## src/rtl/baudgen_pkg.sv

```systemverilog
package baudgen_pkg;
  localparam int unsigned DIV_WIDTH   = 16;
  localparam int unsigned LANE_WIDTH  = 8;
  localparam int unsigned PRESC_RATIO = 4;

  typedef enum logic [1:0] {
    ACT_IDLE,
    ACT_LOAD,
    ACT_STEP,
    ACT_WRAP
  } cnt_act_e;
endpackage

```

## src/rtl/baud_div_regs.sv

```systemverilog
module baud_div_regs #(
  parameter int unsigned DIV_W  = 16,
  parameter int unsigned LANE_W = 8,
  parameter int unsigned NLANES = DIV_W / LANE_W
) (
  input  logic              clk,
  input  logic              rst_n,
  input  logic [NLANES-1:0] lane_we,
  input  logic [LANE_W-1:0] wr_byte,
  output logic [DIV_W-1:0]  div_q,
  output logic [DIV_W-1:0]  div_next,
  output logic              load
);
  assign load = |lane_we;

  for (genvar g = 0; g < NLANES; g++) begin : g_lane
    assign div_next[g*LANE_W +: LANE_W] = lane_we[g] ? wr_byte : div_q[g*LANE_W +: LANE_W];

    always_ff @(posedge clk or negedge rst_n) begin
      if (!rst_n)          div_q[g*LANE_W +: LANE_W] <= '0;
      else if (lane_we[g]) div_q[g*LANE_W +: LANE_W] <= wr_byte;
    end
  end


  div_hold_chk: assert property (@(posedge clk) disable iff (!rst_n)
    !load |=> $stable(div_q));
endmodule

```

## src/rtl/baud_prescaler.sv

```systemverilog
module baud_prescaler #(
  parameter int unsigned RATIO = 4,
  parameter int unsigned PW    = (RATIO > 1) ? $clog2(RATIO) : 1
) (
  input  logic clk,
  input  logic rst_n,
  input  logic sel_div,
  input  logic restart,
  output logic step_en
);
  if (RATIO > 1) begin : g_div
    localparam logic [PW-1:0] LAST = PW'(RATIO - 1);
    logic [PW-1:0] phase;

    always_ff @(posedge clk or negedge rst_n) begin
      if (!rst_n)              phase <= '0;
      else if (restart)        phase <= '0;
      else if (phase == LAST)  phase <= '0;
      else                     phase <= phase + 1'b1;
    end

    assign step_en = sel_div ? (phase == LAST) : 1'b1;


    presc_gap_chk: assert property (@(posedge clk) disable iff (!rst_n)
      (sel_div && step_en && !restart) |=> (!step_en || !sel_div));
  end else begin : g_pass
    assign step_en = 1'b1;
  end
endmodule

```

## src/rtl/baud_count.sv

```systemverilog
module baud_count
  import baudgen_pkg::*;
#(
  parameter int unsigned DIV_W = 16
) (
  input  logic             clk,
  input  logic             rst_n,
  input  logic             step_en,
  input  logic             load,
  input  logic [DIV_W-1:0] load_val,
  input  logic [DIV_W-1:0] div_cur,
  output logic             tick
);
  logic [DIV_W-1:0] cnt;
  cnt_act_e         act;

  always_comb begin
    if (load)                        act = ACT_LOAD;
    else if (!step_en)               act = ACT_IDLE;
    else if (div_cur == '0)          act = ACT_IDLE;
    else if (cnt <= DIV_W'(1))       act = ACT_WRAP;
    else                             act = ACT_STEP;
  end

  always_ff @(posedge clk or negedge rst_n) begin
    if (!rst_n) begin
      cnt  <= '0;
      tick <= 1'b0;
    end else begin
      tick <= (act == ACT_WRAP);
      unique case (act)
        ACT_LOAD: cnt <= load_val;
        ACT_WRAP: cnt <= div_cur;
        ACT_STEP: cnt <= cnt - 1'b1;
        default:  cnt <= cnt;
      endcase
    end
  end


  cnt_bound_chk: assert property (@(posedge clk) disable iff (!rst_n)
    cnt <= div_cur);


  load_wins_chk: assert property (@(posedge clk) disable iff (!rst_n)
    load |=> !tick);
endmodule

```

## src/rtl/baud_tick_gen.sv

```systemverilog
module baud_tick_gen
  import baudgen_pkg::*;
#(
  parameter int unsigned DIV_W  = DIV_WIDTH,
  parameter int unsigned LANE_W = LANE_WIDTH,
  parameter int unsigned RATIO  = PRESC_RATIO
) (
  input  logic              clk,
  input  logic              rst_n,
  input  logic              div_lo_we,
  input  logic              div_hi_we,
  input  logic [LANE_W-1:0] wr_byte,
  input  logic              prescale_sel,
  output logic              baud_tick16
);
  localparam int unsigned NLANES = DIV_W / LANE_W;

  logic [NLANES-1:0] lane_we;
  logic [DIV_W-1:0]  div_q;
  logic [DIV_W-1:0]  div_next;
  logic              load;
  logic              step_en;

  always_comb begin
    lane_we    = '0;
    lane_we[0] = div_lo_we;
    lane_we[NLANES-1] = lane_we[NLANES-1] | div_hi_we;
  end

  baud_div_regs #(.DIV_W(DIV_W), .LANE_W(LANE_W), .NLANES(NLANES)) u_regs (
    .clk      (clk),
    .rst_n    (rst_n),
    .lane_we  (lane_we),
    .wr_byte  (wr_byte),
    .div_q    (div_q),
    .div_next (div_next),
    .load     (load)
  );

  baud_prescaler #(.RATIO(RATIO)) u_presc (
    .clk     (clk),
    .rst_n   (rst_n),
    .sel_div (prescale_sel),
    .restart (load),
    .step_en (step_en)
  );

  baud_count #(.DIV_W(DIV_W)) u_cnt (
    .clk      (clk),
    .rst_n    (rst_n),
    .step_en  (step_en),
    .load     (load),
    .load_val (div_next),
    .div_cur  (div_q),
    .tick     (baud_tick16)
  );


  zero_div_chk: assert property (@(posedge clk) disable iff (!rst_n)
    (div_q == '0 && !load) |=> !baud_tick16);


  tick_on_step_chk: assert property (@(posedge clk) disable iff (!rst_n)
    baud_tick16 |-> $past(step_en));
endmodule

```

## config.mk

```make
export PLATFORM = sky130hd
export DESIGN_NAME = baud_tick_gen
export DESIGN_NICKNAME = d
export VERILOG_FILES = /design/src/rtl/baudgen_pkg.sv /design/src/rtl/baud_div_regs.sv /design/src/rtl/baud_prescaler.sv /design/src/rtl/baud_count.sv /design/src/rtl/baud_tick_gen.sv
export SDC_FILE = /design/constraint.sdc
export NUM_CORES = 1
export LEC_CHECK = 0
export BUFFER_PORTS_ARGS = -buffer_cell sky130_fd_sc_hd__buf_4
export CORE_MARGIN = 2
export CORE_UTILIZATION = 45
export DETAILED_ROUTE_END_ITERATION = 12
export PLACE_DENSITY = 0.64
export SLEW_MARGIN = 25
export SYNTH_ARGS = -nofsm -noshare
export SYNTH_HDL_FRONTEND = slang
export SYNTH_SLANG_ARGS = --single-unit
```

## constraint.sdc

```tcl
create_clock -name clk -period 2.1 [get_ports clk]
set_input_delay 0.21 -clock clk [delete_from_list [all_inputs] [get_ports clk]]
set_output_delay 0.21 -clock clk [all_outputs]
set_load 0.02 [all_outputs]
```

# Word level (Yosys, flattened, before mapping)
# Index checks and enable logic that the tools add are counted.
[totals] reg_bits=35 in_bits=13 output_inout_bits=1
[op_classes] reduce_logical=3 addsub=2 muxes=10 n_eq_ne=4 n_lt_le_gt_ge=1
[op_table] operator="case mux 16 bit (3 select lines)" count=1
[op_table] operator="less-or-equal comparator 16 x 1 -> 1 bit (second input constant)" count=1
[op_table] operator="logical NOT 16 bit" count=1
[op_table] operator="2-to-1 mux 8 bit" count=2
[op_table] operator="subtractor 16 x 1 -> 16 bit (second input constant)" count=1
[op_table] operator="2-to-1 mux 2 bit" count=5
[op_table] operator="equality test 2 bit (second input constant)" count=3
[op_table] operator="nonzero test 3 bit" count=1
[op_table] operator="adder 2 x 1 -> 2 bit (second input constant)" count=1
[op_table] operator="equality test 2 x 1 -> 1 bit (second input constant)" count=1
[op_table] operator="2-to-1 mux 1 bit" count=2
[op_table] operator="OR reduction 2 bit" count=1

# Depth between registers and ports, before layout
# Gate-level depths: netlist (run 1).
[depth] ltp_word=7 mapped_depth=10 ltp_nobuf=8

# Hierarchy
# A second synthesis (run 1) with hierarchy kept.
[hier_totals] cells_unflattened=187 hier_area_um2=1981.9
[by_module_without_submodules] module="baud_count" cells_each=146 area_per_inst_um2=1233.7 instances=1
[by_module_without_submodules] module="baud_div_regs" cells_each=35 area_per_inst_um2=669.4 instances=1
[by_module_without_submodules] module="baud_prescaler" cells_each=6 area_per_inst_um2=78.8 instances=1

# Worst setup path before layout (run 1)
# OpenSTA, ideal clock, no wires.
[synth_path] kind="flip-flop to flip-flop" start="register u_cnt.cnt[0]" end="register u_cnt.cnt[11]" required_time_ns=2.023 path_buffers=1 stages_incl_launch_ff=10 setup_slack_ns=0.295 arrival_ns=1.727 setup_time_ns=0.077 cell_sequence="dfrtp_1 -> inv_1 -> ha_1 -> buf_2 -> nor2_1 -> nor3_1 -> and4_1 -> nor3_1 -> a211o_1 -> a21oi_1"
[synth_between] elab_chain_len=7 elab_cells_between_ends=11 classes_between="add/sub: 1; order compare: 1; eq/ne: 3; mux: 5; reduce/logical: 1"
[synth_rtl] element="start, declared" line="baud_count.sv:14" rtl="logic [DIV_W-1:0] cnt;"
[synth_rtl] element="start signal, assigned" line="baud_count.sv:32" rtl="ACT_LOAD: cnt <= load_val;"
[synth_rtl] element="start signal, assigned" line="baud_count.sv:33" rtl="ACT_WRAP: cnt <= div_cur;"
[synth_rtl] element="start signal, assigned" line="baud_count.sv:34" rtl="ACT_STEP: cnt <= cnt - 1'b1;"
[synth_rtl] element="less-or-equal comparator 16 x 1 -> 1 bit" line="baud_count.sv:21" rtl="else if (cnt <= DIV_W'(1)) act = ACT_WRAP;"
[synth_rtl] element="2-to-1 mux 1 bit" line="baud_count.sv:21"
[synth_rtl] element="2-to-1 mux 2 bit" line="baud_count.sv:20" rtl="else if (div_cur == '0) act = ACT_IDLE;"
[synth_rtl] element="2-to-1 mux 2 bit" line="baud_count.sv:19" rtl="else if (!step_en) act = ACT_IDLE;"
[synth_rtl] element="2-to-1 mux 2 bit" line="baud_count.sv:18" rtl="if (load) act = ACT_LOAD;"
[synth_rtl] element="equality test 2 bit / equality test 2 x 1 -> 1 bit (equally long branches)" line="baud_count.sv:31" rtl="unique case (act)"
[synth_rtl] element="case mux 16 bit (3 select lines) / nonzero test 3 bit (equally long branches)"
# Parallel ways exist; a longest one is shown, timed or not.
# A chain may end at the register's enable or synchronous reset.

# Final worst setup path (run 1)
[layout_path] start="register u_regs.div_q[9]" end="register u_cnt.cnt[14]"
[layout_between] elab_chain_len=6 elab_cells_between_ends=9 classes_between="eq/ne: 3; mux: 4; reduce/logical: 2"
[layout_rtl] element="start, declared" line="baud_div_regs.sv:10" rtl="output logic [DIV_W-1:0] div_q,"
[layout_rtl] element="start signal, assigned by index" line="baud_div_regs.sv:21" rtl="else if (lane_we[g]) div_q[g*LANE_W +: LANE_W] <= wr_byte;"
[layout_rtl] element="logical NOT 16 bit *" line="baud_count.sv:20"
[layout_rtl] element="2-to-1 mux 2 bit *" line="baud_count.sv:20"
[layout_rtl] element="2-to-1 mux 2 bit *" line="baud_count.sv:19"
[layout_rtl] element="2-to-1 mux 2 bit *" line="baud_count.sv:18"
[layout_rtl] element="equality test 2 bit / equality test 2 x 1 -> 1 bit (equally long branches)" line="baud_count.sv:31"
[layout_rtl] element="case mux 16 bit (3 select lines) / nonzero test 3 bit (equally long branches)"
# Mark *: on every way between the ends. The rest lies on a longest branch, timed or not.

==> results of run 1 <==
layer usage:
metal	global-route usage, %	part of all wire [%]	up-vias
met3	6.20	5.7	12
li1	-	-	758
met5	0	0	-
met1	30.3	44	824
met4	8.76	2.2	0
met2	34.2	48	50
cell families after synthesis:
logic type      after synthesis
compound gates               48
mux                          16
buf+inv                      13
xor+xnor                      9
fa+ha+maj                     3
simple gates                 70
flops                        35
power by group:
part	switching, W	internal [W]	total, W
clock network	0.000220	0.000220	0.000440
logic	0.000164	0.000160	0.000324
registers	0.000124	0.000749	0.000873
total	0.000508	0.00113	0.00164
sequential cells by signal, indices dropped and copies added (netlist names):
signal	flops
u_cnt.cnt	16
u_cnt.tick	1
u_presc.g_div.phase	2
u_regs.div_q	16
layout by cell type (no fill, tap or decap), types with 6 or more instances in the layout:
cell type,netlist,layout
mux2_2,16,16
xnor2_1,6,6
o22ai_1,12,12
dfrtp_1,35,35
nand2_1,13,13
nor2_1,19,19
a21oi_1,11,11
o21ai_1,11,11
buf_4,1,22
nor3_1,9,9
metrics by stage:
step	hold WS, ps	total power (W)	area (sq um)	worst slack (ps)	cells
after global placement	185	0.00119	2140	60.6	258
after floorplan	-85.6	0.00108	1970	295	194
after CTS	187	0.00164	2230	81.7	265
after global routing	180	0.00174	2240	35.8	265
after detailed placement	195	0.00120	2140	92.9	258
final	184	0.00164	2240	173	265
worst paths after layout:
path	depth (start not counted)	end	slack [ps]	startpoint
setup / recovery	6	u_cnt.cnt[14]	170	u_regs.div_q[9]
hold / removal	2	u_regs.div_q[9]	180	wr_byte[1]
setup reg to reg	6	u_cnt.cnt[14]	170	u_regs.div_q[9]
hold reg to reg	1	u_presc.g_div.phase[0]	440	u_presc.g_div.phase[0]
max in group asynchronous	2	u_cnt.cnt[10]	1380	rst_n
min in group asynchronous	2	u_regs.div_q[6]	410	rst_n
cell type report:
cell class	instances	area [sq um]	share of cell area, %
Sequential cell	35	876	39.1
Timing Repair Buffer	23	175	7.82
Tap cell	52	65.1	2.91
Inverter	3	11.3	0.503
Clock buffer	6	72.6	3.24
Multi-Input combinational cell	146	1040	46.4
repair_timing:
| item | 4_1_cts | 5_1_grt |
|---|---|---|
| endpoints found under the setup margin | 0 | 1 |
| hold buffers | 1 | 0 |
| gates resized for setup | 0 | 2 |
| hold endpoints to repair | 35 | 0 |
==> qor.yml, run 1 <==
status: "finished, final reports clean"
synthesis.area_sq_um: 1970
wl_um: 5060
synth_adder_area_share_pct: 1.90
slowest_stage: "dfrtp_1"
setup_viol_count_final: 0
vias: 1644
drcViolationCount: 0
synth_ff_type: "dfrtp_1"
synth_edf_count: 0
wire_per_inst_um: 19.1
port_buffers: 13
max_stage_delay_ps: 410
hpwl_um: 3690
die-area_sq_um: 4920
ys_ff_latch: 35
grt_max_degree: 36
tns_ps: 0
ys_types: 42
min_period_ps: 1930
finalCritPeriodShare_pct: 91.8
post-synth-top-count-cell: "dfrtp_1"
max_freq_ghz: 0.519
p_leak_nw: 0.921
dr.first_iter.drc_count: 172
gr-total-overflow: 0
worst_slew_pin_slew_ps: 530
core_sq_um: 4290
synth_compound_area_share_pct: 15.0
fill_cells: 394
synth_commonest_cells: "dfrtp_1, nor2_1, mux2_2"
rsz0062_at_grt: "false"
hold_viol: 0
synthSimpleGateAreaFrac_pct: 22.0
worstPathArrival_ps: 2100
nets: 230
slew_headroom_pct: 64.7
critical_path.top_delay_family: "simple AND/OR/NAND/NOR gates"
fp-row-count: 24
grt_pass1_vias: 1718
critPathMaxFanout: 8
insertion_delay_ps: 290
clk_pin_slew_ps: 60
synth_xor_area_share_pct: 4.00
synthMuxAreaShare_pct: 9.14
initial_core_util_pct: 45.9
synth_top_area_share_pct: 44.4
synth-seq-area-share_pct: 44.4
syn-num-nets: 210
synthCells: 194
post-cts-setup-buffers: 0
gp_congestion: 0.865
dr.pass1.iters: 4
ctsLongestPathBuffers: 2
synth_top_family_by_area: "simple AND/OR/NAND/NOR gates"
via_per_inst: 6.20
synth_area_leaders: "dfrtp_1, mux2_2, o22ai_1, nor2_1, a21oi_1"
min_path_type: "in -> reg"
critical_path_class: "reg -> reg"
synth_top_area_cell: "dfrtp_1"
fin_skew_ps: 2.86
cts_tree: "built"
cts_max_level: 2
ant_nets: 0
slew_violations: 0
critical_path.startpoint_type: "flip-flop"
grt_use_total_pct: 22.4
ios: 14
maxCapViolCount: 0
cts_root_buf: "clkbuf_8"
antenna_cells: 0
area_growth_pct: 13.7
fp.dieH_um: 70.2
avgSynthCellArea_sq_um: 10.2
layout-drive-gt1-share_pct: 26.3
die_x_um: 70.2
cp_cell_sequence: "nor4_2 -> a41oi_1 -> and2_1 -> nand2_1 -> o21ai_1 -> a221o_1"
ir_drop_uv: 363
async_flop_share_pct: 100
grt_pass1_wl_um: 8540
timing.critical_path.buf_inv: 0
synth_warnings: 0
cts_buffers: 5
antenna_found_initial: 0
cts.sinks: 35
p_per_area_nw_per_um2: 731
crit_required_ps: 2280
worstSetupEndpointType: "flip-flop"
final_core_util_pct: 52.2
Power figures use the tool's default switching activity.
==> run 2, diff against run 1 <==
CELL_PAD_IN_SITES_DETAIL_PLACEMENT = 0   (was unset)
CELL_PAD_IN_SITES_GLOBAL_PLACEMENT = 1   (was unset)
PLACE_DENSITY = 0.78   (was 0.64)
==> run 2 against run 1 <==
Combinational power rose by 9.9%. Via count up 2.6%. Core utilization increased by 1.3 points. Critical path type unchanged. Worst hold slack lost 4.0 ps. Wire length grew 0.51%. Total power grew 4.6%. Register-to-register slack lost 30 ps. Clock skew increased by 4.7 ps. Clock power increased by 13%.
==> qor.yml, run 2 (synthesis gave the netlist of run 1 again) <==
layout-drive-gt1-share_pct: 29.8
gp_congestion: 0.875
core_sq_um: 4290
p_sw_share_pct: 31.3
max_stage_delay_ps: 400
worstSetupEndpointType: "flip-flop"
antenna_cells: 0
port_buffers: 13
netSwitchingPower_w: 0.000536
nets: 234
wire_per_inst_um: 18.8
slew_headroom_pct: 64.4
slew_violations: 0
place_inst: 261
die-area_sq_um: 4920
worstReg2RegEnd: "u_cnt.cnt[14]"
grt_pass1_wl_um: 8390
gr-total-overflow: 0
slowest_stage: "dfrtp_1"
p_per_area_nw_per_um2: 746
cp_cell_sequence: "nor4_1 -> a41oi_1 -> and2_2 -> nand2_1 -> o21ai_1 -> a221o_1"
final_common_cell: "dfrtp_1"
cts_buffers: 5
critPathMaxFanout: 10
tns_ps: 0
fin_cells: 270
grt_pass1_vias: 1656
fp-row-count: 24
fp.dieH_um: 70.2
ctsLongestPathBuffers: 2
die_x_um: 70.2
crit_start: "u_regs.div_q[3]"
maxCapViolCount: 0
worstPathArrival_ps: 2140
dr.pass1.iters: 4
reg2reg_from: "u_regs.div_q[3]"
p_int_w: 0.00118
regArea_sq_um: 876
reg_top3: "u_cnt.cnt x16, u_regs.div_q x16, u_presc.g_div.phase x2"
cts_max_level: 2
area_growth_pct: 16.6
insertion_delay_ps: 290
ff2ff_setup_slack_ps: 140
crit_required_ps: 2280
cts.sinks: 35
critical_path_class: "reg -> reg"
cts_tree: "built"
drcViolationCount: 0
hpwl_um: 3750
post-place-ws_ps: 122
stdcell_area_sq_um: 2300
grt_max_degree: 36
critical_path.top_delay_family: "simple AND/OR/NAND/NOR gates"
worst_slack_ps: 140
via_per_inst: 6.24
ios: 14
hold_viol: 0
p_leak_nw: 0.948
setup.worst_path.end: "u_cnt.cnt[14]"
wl_um: 5080
reg2reg_depth: 6
clk_pin_slew_ps: 70
placedInstanceArea_sq_um: 2170
critical_path.startpoint_type: "flip-flop"
p_comb_share_pct: 20.8
max_freq_ghz: 0.510
timing.critical_path.buf_inv: 0
fill_cells: 383
fin_skew_ps: 7.60
cp.depth: 6
grt_use_total_pct: 22.1
cts_root_buf: "clkbuf_8"
min_path_type: "in -> reg"
status: "finished, final reports clean"
ir_drop_uv: 333
dr.first_iter.drc_count: 164
initial_core_util_pct: 45.9
antenna_found_initial: 0
vias: 1686
clockPowerShare_pct: 29.0
ant_nets: 0
multi_input_area_sq_um: 1060
worst_slew_pin_slew_ps: 534
finalCritPeriodShare_pct: 93.3
setup_viol_count_final: 0
mostFrequentLayoutCells: "dfrtp_1, buf_4, nor2_1, mux2_2, nand2_1"
min_period_ps: 1960
p_seq_share_pct: 50.2
run 2: power groups by stage:
stage               combinational, W  sequential, W  clock (W)
finish                      0.000356       0.000861   0.000497
global route                0.000390       0.000874   0.000544
CTS                         0.000349       0.000854   0.000509
floorplan                   0.000239       0.000842          0
global placement            0.000342       0.000863          0
detailed placement          0.000345       0.000868          0
run 2: cell type report:
class	count	area share, %
Tap cell	52	2.83
Sequential cell	35	38.1
Multi-Input combinational cell	147	46.1
Timing Repair Buffer	26	8.61
Clock inverter	1	0.218
Inverter	3	0.490
Clock buffer	6	3.59
run 2: per-layer routing:
metal | up-vias | wire length, um | GRT usage (%) | share of wire [%]
li1 | 774 | - | - | -
met1 | 842 | 2240 | 30.2 | 44
met2 | 62 | 2460 | 35.3 | 48
met3 | 8 | 297 | 5.05 | 5.8
met4 | 0 | 85 | 6.41 | 1.7
met5 | - | 0 | 0 | 0
run 2: worst min path at each step:
| stage | from | endpoint | slack, ps | depth (start not counted) |
|---|---|---|---|---|
| after floorplan | rst_n | u_cnt.cnt[0] | -90 | 0 |
| after global placement | rst_n | u_cnt.cnt[2] | 180 | 1 |
| after detailed placement | rst_n | u_cnt.cnt[2] | 200 | 1 |
| after CTS | wr_byte[6] | u_regs.div_q[6] | 180 | 2 |
| after global routing | wr_byte[2] | u_regs.div_q[10] | 180 | 2 |
| final | wr_byte[6] | u_regs.div_q[6] | 180 | 2 |
run 2: through the flow:
step | power (W) | hold slack (ps) | utilization (%)
finish | 0.00171 | 180 | 53.5
global route | 0.00181 | 182 | 53.5
CTS | 0.00171 | 179 | 52.7
detailed placement | 0.00121 | 195 | 50.5
global placement | 0.00120 | 182 | 50.5
floorplan | 0.00108 | -85.6 | -
run 2: what timing repair did:
item | 4_1_cts | 5_1_grt
hold endpoints to repair | 35 | 0
hold buffers | 1 | 0
gates resized for setup | 0 | 6
setup endpoints to repair | 0 | 5
buffers inserted | 0 | 0
